**src/rtl/vmov_pkg.sv**
```systemverilog
package vmov_pkg;
  localparam int INSN_W = 32;
  localparam logic [8:0] FIXED_MID = 9'h070;
  localparam logic [5:0] OP_SIGNED = 6'h0B;
  localparam logic [5:0] OP_UNSIGNED = 6'h0F;

  typedef enum logic [1:0] {
    ESZ_BYTE = 2'd0,
    ESZ_HALF = 2'd1,
    ESZ_WORD = 2'd2,
    ESZ_DBL  = 2'd3
  } elem_sz_e;

  typedef struct packed {
    logic     claim;
    logic     legal;
    logic     sext;
    logic     wide;
    elem_sz_e sz;
    logic [3:0] idx;
    logic [4:0] rd;
  } mov_dec_t;
endpackage

```
**src/rtl/vmov_decode.sv**
```systemverilog
module vmov_decode
  import vmov_pkg::*;
(
  input  logic [INSN_W-1:0] insn,
  output mov_dec_t          dec
);
  logic [4:0] fld;
  logic [5:0] op;
  logic       size_found;

  assign fld = insn[20:16];
  assign op  = insn[15:10];

  always_comb begin
    dec = '0;
    size_found = 1'b1;
    dec.claim = !insn[31] && (insn[29:21] == FIXED_MID) &&
                ((op == OP_SIGNED) || (op == OP_UNSIGNED));
    dec.sext = (op == OP_SIGNED);
    dec.wide = insn[30];
    dec.rd   = insn[4:0];
    // lowest set bit of the field picks the element width
    if (fld[0]) begin
      dec.sz  = ESZ_BYTE;
      dec.idx = fld[4:1];
    end else if (fld[1]) begin
      dec.sz  = ESZ_HALF;
      dec.idx = {1'b0, fld[4:2]};
    end else if (fld[2]) begin
      dec.sz  = ESZ_WORD;
      dec.idx = {2'b00, fld[4:3]};
    end else if (fld[3]) begin
      dec.sz  = ESZ_DBL;
      dec.idx = {3'b000, fld[4]};
    end else begin
      size_found = 1'b0;
    end
    if (!size_found) begin
      dec.legal = 1'b0;
    end else if (dec.sext) begin
      dec.legal = (dec.sz == ESZ_BYTE) || (dec.sz == ESZ_HALF) ||
                  ((dec.sz == ESZ_WORD) && dec.wide);
    end else if (dec.wide) begin
      dec.legal = (dec.sz == ESZ_DBL);
    end else begin
      dec.legal = (dec.sz != ESZ_DBL);
    end
  end
endmodule

```
**src/rtl/vmov_lane_pick.sv**
```systemverilog
module vmov_lane_pick
  import vmov_pkg::*;
#(
  parameter int VEC_W = 128,
  parameter int GPR_W = 64
) (
  input  logic [VEC_W-1:0] vec,
  input  elem_sz_e         sz,
  input  logic [3:0]       idx,
  input  logic             sext,
  input  logic             wide,
  output logic [GPR_W-1:0] val
);
  localparam int NSZ   = 4;
  localparam int HALFW = GPR_W / 2;

  logic [GPR_W-1:0] zcand [NSZ];
  logic [GPR_W-1:0] hmask [NSZ];
  logic             msb   [NSZ];

  for (genvar s = 0; s < NSZ; s++) begin : g_size
    localparam int LW = 8 << s;
    localparam int NL = VEC_W / LW;
    localparam int IW = (NL > 1) ? $clog2(NL) : 1;
    logic [LW-1:0] lanes [NL];
    logic [LW-1:0] sel;
    always_comb begin
      for (int k = 0; k < NL; k++) begin
        lanes[k] = vec[k*LW +: LW];
      end
    end
    assign sel = lanes[idx[IW-1:0]];
    assign msb[s] = sel[LW-1];
    if (LW < GPR_W) begin : g_narrow
      assign zcand[s] = {{(GPR_W-LW){1'b0}}, sel};
      assign hmask[s] = {{(GPR_W-LW){1'b1}}, {LW{1'b0}}};
    end else begin : g_full
      assign zcand[s] = sel[GPR_W-1:0];
      assign hmask[s] = '0;
    end
  end

  logic [GPR_W-1:0] ext;
  always_comb begin
    ext = zcand[sz];
    if (sext && msb[sz]) begin
      ext = ext | hmask[sz];
    end
    if (!wide) begin
      ext[GPR_W-1:HALFW] = '0;
    end
    val = ext;
  end
endmodule

```
**src/rtl/vlane_to_gpr.sv**
```systemverilog
module vlane_to_gpr
  import vmov_pkg::*;
#(
  parameter int VEC_W = 128,
  parameter int GPR_W = 64
) (
  input  logic               clk,
  input  logic               rst,
  input  logic               in_valid,
  input  logic [INSN_W-1:0]  in_insn,
  input  logic [VEC_W-1:0]   in_vec,
  output logic [GPR_W-1:0]   out_data,
  output logic [4:0]         out_rd,
  output logic               out_we,
  output logic               out_undef
);
  localparam int HALFW = GPR_W / 2;

  mov_dec_t         dec;
  logic [GPR_W-1:0] picked;
  logic             accept;

  vmov_decode u_dec (
    .insn (in_insn),
    .dec  (dec)
  );

  vmov_lane_pick #(.VEC_W(VEC_W), .GPR_W(GPR_W)) u_pick (
    .vec  (in_vec),
    .sz   (dec.sz),
    .idx  (dec.idx),
    .sext (dec.sext),
    .wide (dec.wide),
    .val  (picked)
  );

  assign accept = in_valid && dec.claim && dec.legal;

  always_ff @(posedge clk) begin
    if (rst) begin
      out_we    <= 1'b0;
      out_undef <= 1'b0;
      out_data  <= '0;
      out_rd    <= '0;
    end else begin
      out_we    <= accept;
      out_undef <= in_valid && dec.claim && !dec.legal;
      if (accept) begin
        out_data <= picked;
        out_rd   <= dec.rd;
      end
    end
  end

  // write and undefined never coincide
  a_r8_we_undef_excl: assert property (@(posedge clk) disable iff (rst)
    !(out_we && out_undef));

  // no pulse without a valid instruction one cycle earlier
  a_r8_pulse_needs_valid: assert property (@(posedge clk) disable iff (rst)
    !in_valid |=> (!out_we && !out_undef));

  // result holds when no write occurs
  a_r8_hold_data: assert property (@(posedge clk) disable iff (rst)
    !accept |=> $stable(out_data) && $stable(out_rd));

  // unclaimed instruction is silent
  a_r1_unclaimed_silent: assert property (@(posedge clk) disable iff (rst)
    (in_valid && (in_insn[31] || in_insn[29:21] != FIXED_MID)) |=>
      (!out_we && !out_undef));

  // 32-bit destination leaves the upper half zero
  a_r6_narrow_upper_zero: assert property (@(posedge clk) disable iff (rst)
    (accept && !in_insn[30]) |=> (out_data[GPR_W-1:HALFW] == '0));

  // empty size field on a claimed instruction is undefined
  a_r2_empty_size_undef: assert property (@(posedge clk) disable iff (rst)
    (in_valid && dec.claim && in_insn[19:16] == 4'b0000) |=> out_undef);

  // signed word element into 32-bit destination is undefined
  a_r3_signed_word_narrow: assert property (@(posedge clk) disable iff (rst)
    (in_valid && dec.claim && in_insn[15:10] == OP_SIGNED && !in_insn[30] &&
     in_insn[18:16] == 3'b100) |=> out_undef);

  // unsigned 64-bit destination needs a doubleword element
  a_r4_unsigned_wide_dbl: assert property (@(posedge clk) disable iff (rst)
    (in_valid && dec.claim && in_insn[15:10] == OP_UNSIGNED && in_insn[30] &&
     in_insn[19:16] != 4'b1000) |=> out_undef);
endmodule

```
**config.mk**
```make
export PLATFORM = sky130hd
export DESIGN_NAME = vlane_to_gpr
export DESIGN_NICKNAME = d
export VERILOG_FILES = /design/src/rtl/vmov_pkg.sv /design/src/rtl/vmov_decode.sv /design/src/rtl/vmov_lane_pick.sv /design/src/rtl/vlane_to_gpr.sv
export SDC_FILE = /design/constraint.sdc
export NUM_CORES = 1
export LEC_CHECK = 0
export ABC_AREA = 1
export BUFFER_PORTS_ARGS = -buffer_cell sky130_fd_sc_hd__buf_2
export CORE_ASPECT_RATIO = 0.8
export CORE_MARGIN = 3
export CORE_UTILIZATION = 39
export DETAILED_ROUTE_END_ITERATION = 7
export PLACE_DENSITY = 0.71
export SYNTH_ARGS = -nofsm -noshare
export SYNTH_HDL_FRONTEND = slang
export SYNTH_SLANG_ARGS = --single-unit
```
**constraint.sdc**
```tcl
create_clock -name clk -period 2.2 [get_ports clk]
set_input_delay 0.22 -clock clk [delete_from_list [all_inputs] [get_ports clk]]
set_output_delay 0.22 -clock clk [all_outputs]
set_load 0.02 [all_outputs]
```
### Word level (Yosys, flattened, before mapping)

Index checks and enable logic that the tools add are counted.

| word-level totals | value |
|---|---|
| logic and storage cells | 69 |
| output and inout bits | 71 |
| input port bits | 163 |
| register bits after elaboration | 71 |

| cells by class | value |
|---|---|
| reductions and logical operators | 13 |
| bitwise logic cells | 6 |
| eq/ne operators | 7 |
| $lt $le $gt $ge | 5 |
| multiplexer cells | 34 |

Operator list:

| cell | count |
|---|---|
| $mux 64 | 8 |
| $bmux 64 s2 | 2 |
| $mux 32 | 3 |
| $bmux 32 s2 | 1 |
| $or 64x64->64 | 1 |
| $bmux 16 s3 | 1 |
| $bmux 8 s4 | 1 |
| $mux 16 | 2 |
| $mux 6 | 4 |
| $mux 8 | 2 |
| $eq 6x4->1 const B | 2 |
| $eq 9x7->1 const B | 1 |
| $mux 1 | 9 |
| $logic_and 1x1->1 | 7 |
| $ge 3x3->1 const B | 2 |
| $not 2->3 | 2 |
| $ge 5x5->1 const B | 1 |
| $not 4->5 | 1 |
| $eq 2x2->1 const B | 2 |
| $ge 4x4->1 const B | 1 |
| $not 3->4 | 1 |
| $logic_or 1x1->1 | 3 |
| $bmux 1 s2 | 1 |
| $eq 2x1->1 const B | 1 |
| 5 further kinds | 6 |

### Logic depth before layout (Yosys ltp)

Gate-level depths: netlist of run 1.

| depth | value |
|---|---|
| depth after elaboration | 14 |
| depth in mapped cells | 17 |
| mapped depth without buffers | 16 |

### Modules after synthesis

Synthesis of run 1 repeated with hierarchy kept, for this count alone.

| unflattened totals | value |
|---|---|
| cell total of the unflattened synthesis | 1367 |
| area, all modules | 7141.8 um^2 |

By module, submodules not included:

| module | instances | seq. area each (um^2) | cells each | area each (um^2) |
|---|---|---|---|---|
| vmov_lane_pick | 1 | 0.0 | 870 | 3997.6 |
| vlane_to_gpr | 1 | 1421.4 | 443 | 2871.5 |
| vmov_decode | 1 | 0.0 | 54 | 272.8 |

### Least setup slack after synthesis of run 1

No wires, ideal clock.

| timing | value |
|---|---|
| path type | input -> register |
| from | input in_insn[18] |
| to | register out_data[10] |
| data required time | 2.075 ns |
| stages on the path | 15 |
| setup time | 0.125 ns |
| arrival time | 1.790 ns |
| slack | 0.285 ns |
| buffers on the path | 5 |
| path through | buf_6 -> nor2_1 -> nand2_2 -> nand2_2 -> buf_6 -> inv_2 -> buf_6 -> buf_6 -> buf_6 -> o21ai_0 -> nand2_1 -> nand3_1 -> nand3_1 -> a31oi_1 -> a21oi_1 |

| on the way | value |
|---|---|
| longest elaborated chain between the ends | 12 |
| elaborated cells between the ends (all ways) | 47 |
| classes of those cells | 4 x eq/ne; 31 x mux; 6 x bitwise; 6 x reduce/logical |

Ends and longest elaborated chain:

| what | line | source |
|---|---|---|
| from (decl) | vlane_to_gpr.sv:10 | `input logic [INSN_W-1:0] in_insn,` |
| $mux 6 | vmov_decode.sv:29 | `end else if (fld[2]) begin` |
| $mux 6 | vmov_decode.sv:26 | `end else if (fld[1]) begin` |
| $mux 6 | vmov_decode.sv:23 | `if (fld[0]) begin` |
| $not 4->5 (not written as such), or another cell as far along | vmov_lane_pick.sv:32 | `assign sel = lanes[idx[IW-1:0]];` |
| $bmux 8 s4, or another cell as far along | vmov_lane_pick.sv:32 |  |
| $mux 8 (not written as such), or another cell as far along (2 in series) | vmov_lane_pick.sv:32 |  |
| $bmux 1 s2 / $bmux 64 s2 (equally long branches) | vmov_lane_pick.sv:46, vmov_lane_pick.sv:45 |  |
| $mux 1 (not written as such) / $mux 64 (equally long branches) (2 in series) | vmov_lane_pick.sv:46, vmov_lane_pick.sv:45 |  |
| $logic_and 1x1->1 / $or 64x64->64 (equally long branches) | vmov_lane_pick.sv:46, vmov_lane_pick.sv:47 |  |
| $mux 64 | vmov_lane_pick.sv:46 | `if (sext && msb[sz]) begin` |
| to (signal assigned) | vlane_to_gpr.sv:49 | `out_data <= picked;` |
| to (decl) | vlane_to_gpr.sv:12 | `output logic [GPR_W-1:0] out_data,` |

Several ways; a longest one is shown, not always the timed one. The select of a mux whose other input is x is not followed.
A chain may end at the register's enable or synchronous reset.

### Worst setup path in the final report of run 1

| timing | value |
|---|---|
| from | input in_insn[15] |
| to | register out_data[16] |

| on the way | value |
|---|---|
| longest elaborated chain between the ends | 5 |
| elaborated cells between the ends (all ways) | 10 |
| classes of those cells | 2 x eq/ne; 3 x mux; 5 x reduce/logical |

Ends and longest elaborated chain:

| what | line | source |
|---|---|---|
| $eq 6x4->1 (on tied branches) | vmov_decode.sv:18, vmov_decode.sv:19 |  |
| $logic_or 1x1->1 | vmov_decode.sv:18 | `((op == OP_SIGNED) \|\| (op == OP_UNSIGNED));` |
| $logic_and 1x1->1 | vmov_decode.sv:17 | `dec.claim = !insn[31] && (insn[29:21] == FIXED_MID) &&` |
| $logic_and 1x1->1 (2 in series) | vlane_to_gpr.sv:37 | `assign accept = in_valid && dec.claim && dec.legal;` |

Several ways; a longest one is shown, not always the timed one.

==> out/qor.txt, run 1 <==
# hold bufs at CTS = 0
FFs w/ async S/R, synth = 0
Largest net degree at the start of global routing = 61
Synth top area cells = nand2_1, dfxtp_1, nand3_1
Final RePlAce weighted congestion = 0.981
Synthesis-to-finish area growth = 33.5%
Drt pass-1 iters = 8
Clock-pin slew on the worst setup and hold paths = 0.06 ns
Crit path from = in_insn[15]
Synth Area in Adders = 0
CTS tree = built
Period utilisation layout = 0.853
Inst Count DP = 1660
Initial Utilization = 0.400
DP Area = 8630 µm²
Vias in the first global route = 8840
Synthesis Warnings = 0
Max-slew violation count = 0
Die area = 18700 µm²
Leakage power = 4.58 nW
Layout cells sized above 1 = 0.262
Io pins = 234
Fill count = 1790
Maximum clock rate = 533 MHz
CP Buf/Inv Count = 3
Crit path required time = 2.41 ns
Crit Reg-Reg Endpoint = out_data[12]
Post-synth top flop = dfxtp_1
Routed len/inst = 18.6 µm
Crit end category = register
CP startpoint kind = input port
Status = finished clean
Detail Route Antenna Nets = 0
Post-CTS setup buffers = 0
Worst Path Max Fanout = 27
Critical Path AT = 2.09 ns
First-pass GRT wire length = 48.5 mm
Worst-skew pair later-pin latency = 0.34 ns
RSZ-0062 raised after global routing = false
Top-count cell post-synth = nand2_1
Final core occ = 0.534
Worst path depth = 11
Final Critical Period = 1.88 ns
Congestion Overflow GR = 0
Final antenna diode count = 0
Worst r2r path cells = 2
Initial antenna violation count = 1
Clock Skew = 0 ns
Core area = 16700 µm²
Synth Area in Simple Gates = 0.457
Reg2reg setup slack = 1.47 ns
IO Port Bufs = 228
Setup TNS = 0 ns
Mapped cell area = 6660 µm²
Longest Clk Path Bufs = 2
Gr usage total = 0.323
Cells after synthesis = 1199
Post-synthesis mux area share = 0.00169
Leading cell types by count after synthesis = nand2_1, nand3_1, o21ai_0
Reg2reg start = out_data[12]
Die height = 123 µm
Cell variety after synth = 34
Cell Pwr Density = 476 nW/µm²
NumNets Final = 1614
CP endpoint = out_data[16]
Crit path max-delay cell type = nor3_1
Vias/cell = 5.84
Largest family of logic cells by synthesized area = simple AND/OR/NAND/NOR gates
Sequential fraction of the synthesis area = 0.213
Drt total wl = 31.2 mm
Resize count post-CTS = 0
Compound-Gate Fraction of Synth Area = 0.229
HPWL after detailed placement = 23.5 mm
Post-Syn Nets = 1362
Die Wd = 152 µm
CTS buffer count = 9
Final setup fails = 0
Initial drt markers = 1233
Root buffer cell = clkbuf_16
Worst-path cell chain = buf_2 -> or2_1 -> nor2_1 -> nand2_1 -> nand3_2 -> inv_2 -> nor3_1 -> nand4_1 -> buf_12 -> nor3_1 -> a21oi_1
Clock Sinks = 71
Via Count = 9775
Hold Vio Cnt, Final = 0
Min-Delay Path Class = in -> reg
Critical path's top delay family = simple AND/OR/NAND/NOR gates
Synth top area share = 0.225
Rel. slew slack = 0.522
Synthesis-stage register bit count = 71
Dominant cell type by area after synthesis = nand2_1
Final instance area = 8890 µm²
Final Non-Filler Cells = 1675
CP max stage delay = 0.30 ns
Number of synthesized flops with an enable pin = 0
Crit Path Category = in -> reg
Max IR drop VDD = 0.341 mV
Max-cap viol count = 0
XOR/XNOR Fraction of Synth Area = 0
# DRC = 0
Worst path most repeated cell = nor3_1
Syn_area_per_cell = 5.56 µm²
H-tree depth = 3
Worst slew pin tran = 0.710 ns
Core Rows = 42
routing by layer:
metal | track usage | part of all wire
met1 | 0.453 | 0.42
met2 | 0.496 | 0.42
met4 | 0.101 | 0.030
met3 | 0.0724 | 0.12
met5 | 0 | 0.00035
metrics by stage:
| step | hold slack, ns | total power, mW | setup WS, ns |
|---|---|---|---|
| final | 0.108 | 4.23 | 0.324 |
| after global routing | 0.127 | 4.44 | 0.138 |
| after CTS | 0.0965 | 4.21 | 0.357 |
| after detailed placement | 0.449 | 2.85 | 0.00507 |
| after global placement | 0.442 | 2.85 | 0.0553 |
| after floorplan | 0.355 | 2.23 | 0.285 |
logic make-up (layout without fill, tap and decap cells):
family          Yosys count  after routing
mux                       1              1
compound gates          277            277
flops                    71             71
simple gates            702            702
buf+inv                 148            404
layout by cell type, fill, tap and decap left out, drive strengths merged, types with 12 or more instances in the layout:
master / n
inv: 55
nand2: 409
nand3: 226
nor3: 12
nor2: 38
a31oi: 21
buf: 333
o21ai: 118
a21oi: 104
o211ai: 29
dfxtp: 71
worst reg2reg max path, cell delays in order (launching register included):
cell and delay (ns):
dfxtp_1 0.39, o21ai_0 0.12, a21oi_1 0.15
sequential cells by signal, indices dropped and copies added, names as in the netlist:
register   count
out_rd         5
out_we         1
out_undef      1
out_data      64
where the power goes:
| group | internal [mW] | switching, mW | total [mW] | leakage [nW] |
|---|---|---|---|---|
| registers | 1.29 | 0.00000595 | 1.29 | 0.571 |
| clock network | 0.760 | 0.606 | 1.37 | 0.129 |
| logic | 0.607 | 0.974 | 1.58 | 3.88 |
| total | 2.65 | 1.58 | 4.23 | 4.58 |
worst min-delay path by stage:
stage / startpoint / endpoint / slack, ns / cells after the start
global placement: in_insn[4] / out_rd[4] / 0.44 / 3
floorplan: in_insn[0] / out_rd[0] / 0.35 / 2
detailed placement: in_insn[3] / out_rd[3] / 0.45 / 3
finish: in_insn[0] / out_rd[0] / 0.11 / 3
CTS: in_insn[3] / out_rd[3] / 0.1 / 3
global route: in_insn[1] / out_rd[1] / 0.13 / 3
cell type report:
cell class                      count  area, µm²  share of cell area
Multi-Input combinational cell    980       4590               0.516
Timing Repair Buffer              333       2130               0.239
Sequential cell                    71       1420               0.160
Tap cell                          220        275              0.0310
Clock buffer                       10        229              0.0257
Inverter                           56        211              0.0238
Clock inverter                      5       35.0             0.00394
Power figures use the tool's default switching activity.
==> inputs of run 2 (changes only) <==
PLACE_DENSITY = 0.73   (was 0.71)
clock period = 1.6 ns   (was 2.2 ns; I/O delays follow)
==> run 2 against run 1 <==
Effect of this change: the run now ends with setup timing left; register-to-register slack lost 0.61 ns; sequential share of layout area shrank 2.5 points; final cell count grew 5.6%; final area grew 18%; die area is the same; clock power grew 53%; clock skew is the same; hold slack lost 0.065 ns; total power grew 54%; critical endpoint is now out_data[44]; largest power group unchanged.
==> out/qor.txt, run 2 (synthesis gave the netlist of run 1 again) <==
Rel. slew slack = 0.545 (+0.0232)
Top flop regs = out_data (64), out_rd (5)
Crit path max-delay cell type = clkbuf_16
HPWL after detailed placement = 24.4 mm (+4.1%)
Initial antenna violation count = 0 (-1)
Clock Skew = 0 ns (unchanged)
Cell Pwr Density = 618 nW/µm² (+30%)
Drt pass-1 iters = 6 (-2)
Synthesis-to-finish area growth = 57.8%
Vias/cell = 5.85 (+0.30%)
Longest Clk Path Bufs = 2 (unchanged)
Worst Path Max Fanout = 8 (-70%)
Gr usage total = 0.325 (+0.00209)
Worst-skew pair later-pin latency = 0.34 ns (about the same)
Max IR drop VDD = 0.375 mV (+9.9%)
Period utilisation layout = 1.10
PnR worst setup slack = -0.152 ns (-0.476 ns)
Status = complete, but fails checks
Leakage power = 5.27 nW (+15%)
Clock Sinks = 71 (unchanged)
Largest net degree at the start of global routing = 51 (-16%)
Max-cap viol count = 0 (unchanged)
Critical path's top delay family = simple AND/OR/NAND/NOR gates
DP Area = 9280 µm² (+7.6%)
Final Critical Period = 1.75 ns
Detail Route Antenna Nets = 0 (unchanged)
Initial Utilization = 0.400 (unchanged)
CTS tree = built
Crit Path Category = in -> reg
Worst slew pin tran = 0.680 ns (-0.0303 ns)
Commonest non-fill, non-tap cells in the layout = nand2_1, buf_2, nand3_1
Critical Path AT = 2.02 ns (-0.07 ns)
Clock-pin slew on the worst setup and hold paths = 0.06 ns (about the same)
Maximum clock rate = 571 MHz
Max FFs per register = 64 (unchanged)
Most flops, register = out_data
Io pins = 234 (unchanged)
Setup TNS = -3.96 ns (-3.96 ns)
Final instance area = 10500 µm² (+18%)
IO Port Bufs = 228 (unchanged)
# hold bufs at CTS = 0 (unchanged)
NumNets Final = 1706 (+5.7%)
Hold Vio Cnt, Final = 0 (unchanged)
Routed len/inst = 19.3 µm (+3.6%)
First-pass GRT wire length = 48.8 mm (+0.73%)
Most common cell after layout, fill and taps aside = nand2_1
Crit end category = register
Worst-path cell chain = buf_12 -> nor2_4 -> nand2_4 -> buf_6 -> nand3b_1 -> nand3_1 -> nand2_1 -> nand2_2 -> a31oi_4 -> nand3_4 -> clkbuf_16 -> nand2_1 -> nand2_1 -> a21oi_1
RSZ-0062 raised after global routing = true
Root buffer cell = clkbuf_16
Congestion Overflow GR = 0 (unchanged)
Failing checks = setup timing
Worst slack at placement = -0.501 ns (-0.506 ns)
Layout cells sized above 1 = 0.372 (+0.110)
Die Wd = 152 µm (unchanged)
Vias in the first global route = 9130 (+3.3%)
Via Count = 10400 (+5.9%)
Max-slew violation count = 0 (unchanged)
Min-Delay Path Class = in -> reg
Final RePlAce weighted congestion = 1.03 (+4.8%)
CTS buffer count = 9 (unchanged)
# DRC = 0 (unchanged)
CP Buf/Inv Count = 3 (unchanged)
Drt total wl = 34.1 mm (+9.4%)
H-tree depth = 3 (unchanged)
Crit path required time = 1.87 ns (-0.54 ns)
Initial drt markers = 1405 (+14%)
Core area = 16700 µm² (unchanged)
Overall Power = 6.50 mW (+54%)
Die area = 18700 µm² (unchanged)
Fill count = 1566 (-13%)
Worst path most repeated cell = nand2_1
Core Rows = 42 (unchanged)
Die height = 123 µm (unchanged)
WHS = 0.0427 ns (-0.0651 ns)
CP startpoint kind = input port
CP max stage delay = 0.23 ns (-0.07 ns)
Final setup fails = 51 (+51)
==> run 2: per-layer routing <==
layer	part of all wire	track usage	vias up
li1	-	-	4766
met1	0.39	0.450	4666
met2	0.43	0.512	796
met3	0.13	0.0574	127
met4	0.047	0.117	0
met5	0	0	-
==> run 2: final cells by class <==
type,instances,area [µm²],area share
timing repair buffer,425,3160,0.301
tap,220,275,0.0262
clock inverter,6,68.8,0.00655
inverter,56,224,0.0213
multi-input combinational,980,5120,0.487
clock buffer,10,239,0.0227
sequential,71,1420,0.135
antenna,1,2.50,0.000238
==> run 2: metrics by stage <==
step	std cells	utilization
after CTS	1748	0.583
final	1769	0.631
after global routing	1768	0.631
after global placement	1730	0.557
after floorplan	1199	-
after detailed placement	1730	0.557
==> run 2: worst paths after layout <==
path	from	to	slack [ns]	cells after the start
worst min register to register	out_data[47]	out_data[47]	0.45	2
worst min-delay path	in_insn[1]	out_rd[1]	0.04	3
worst max register to register	out_data[23]	out_data[23]	0.86	2
worst max-delay path	in_insn[18]	out_data[44]	-0.15	14
==> run 2: timing repair <==
item | CTS | global route
buffers inserted | 2 | 8
gates resized for setup | 26 | 126
gates cloned | 0 | 14
endpoints found under the setup margin | 60 | 64
pin swaps | 4 | 36
==> run 2: power by group <==
part	total, mW	internal [mW]	switching (mW)
logic	2.63	1.09	1.54
clock network	2.10	1.26	0.846
registers	1.77	1.77	0.00000811
total	6.50	4.12	2.38
==> run 2: worst reg2reg max path: cells and delay by family, from the launching register on <==
family | cells | cell delay (ns)
DFF | 1 | 0.31
AOI/OAI and AO/OA | 2 | 0.31
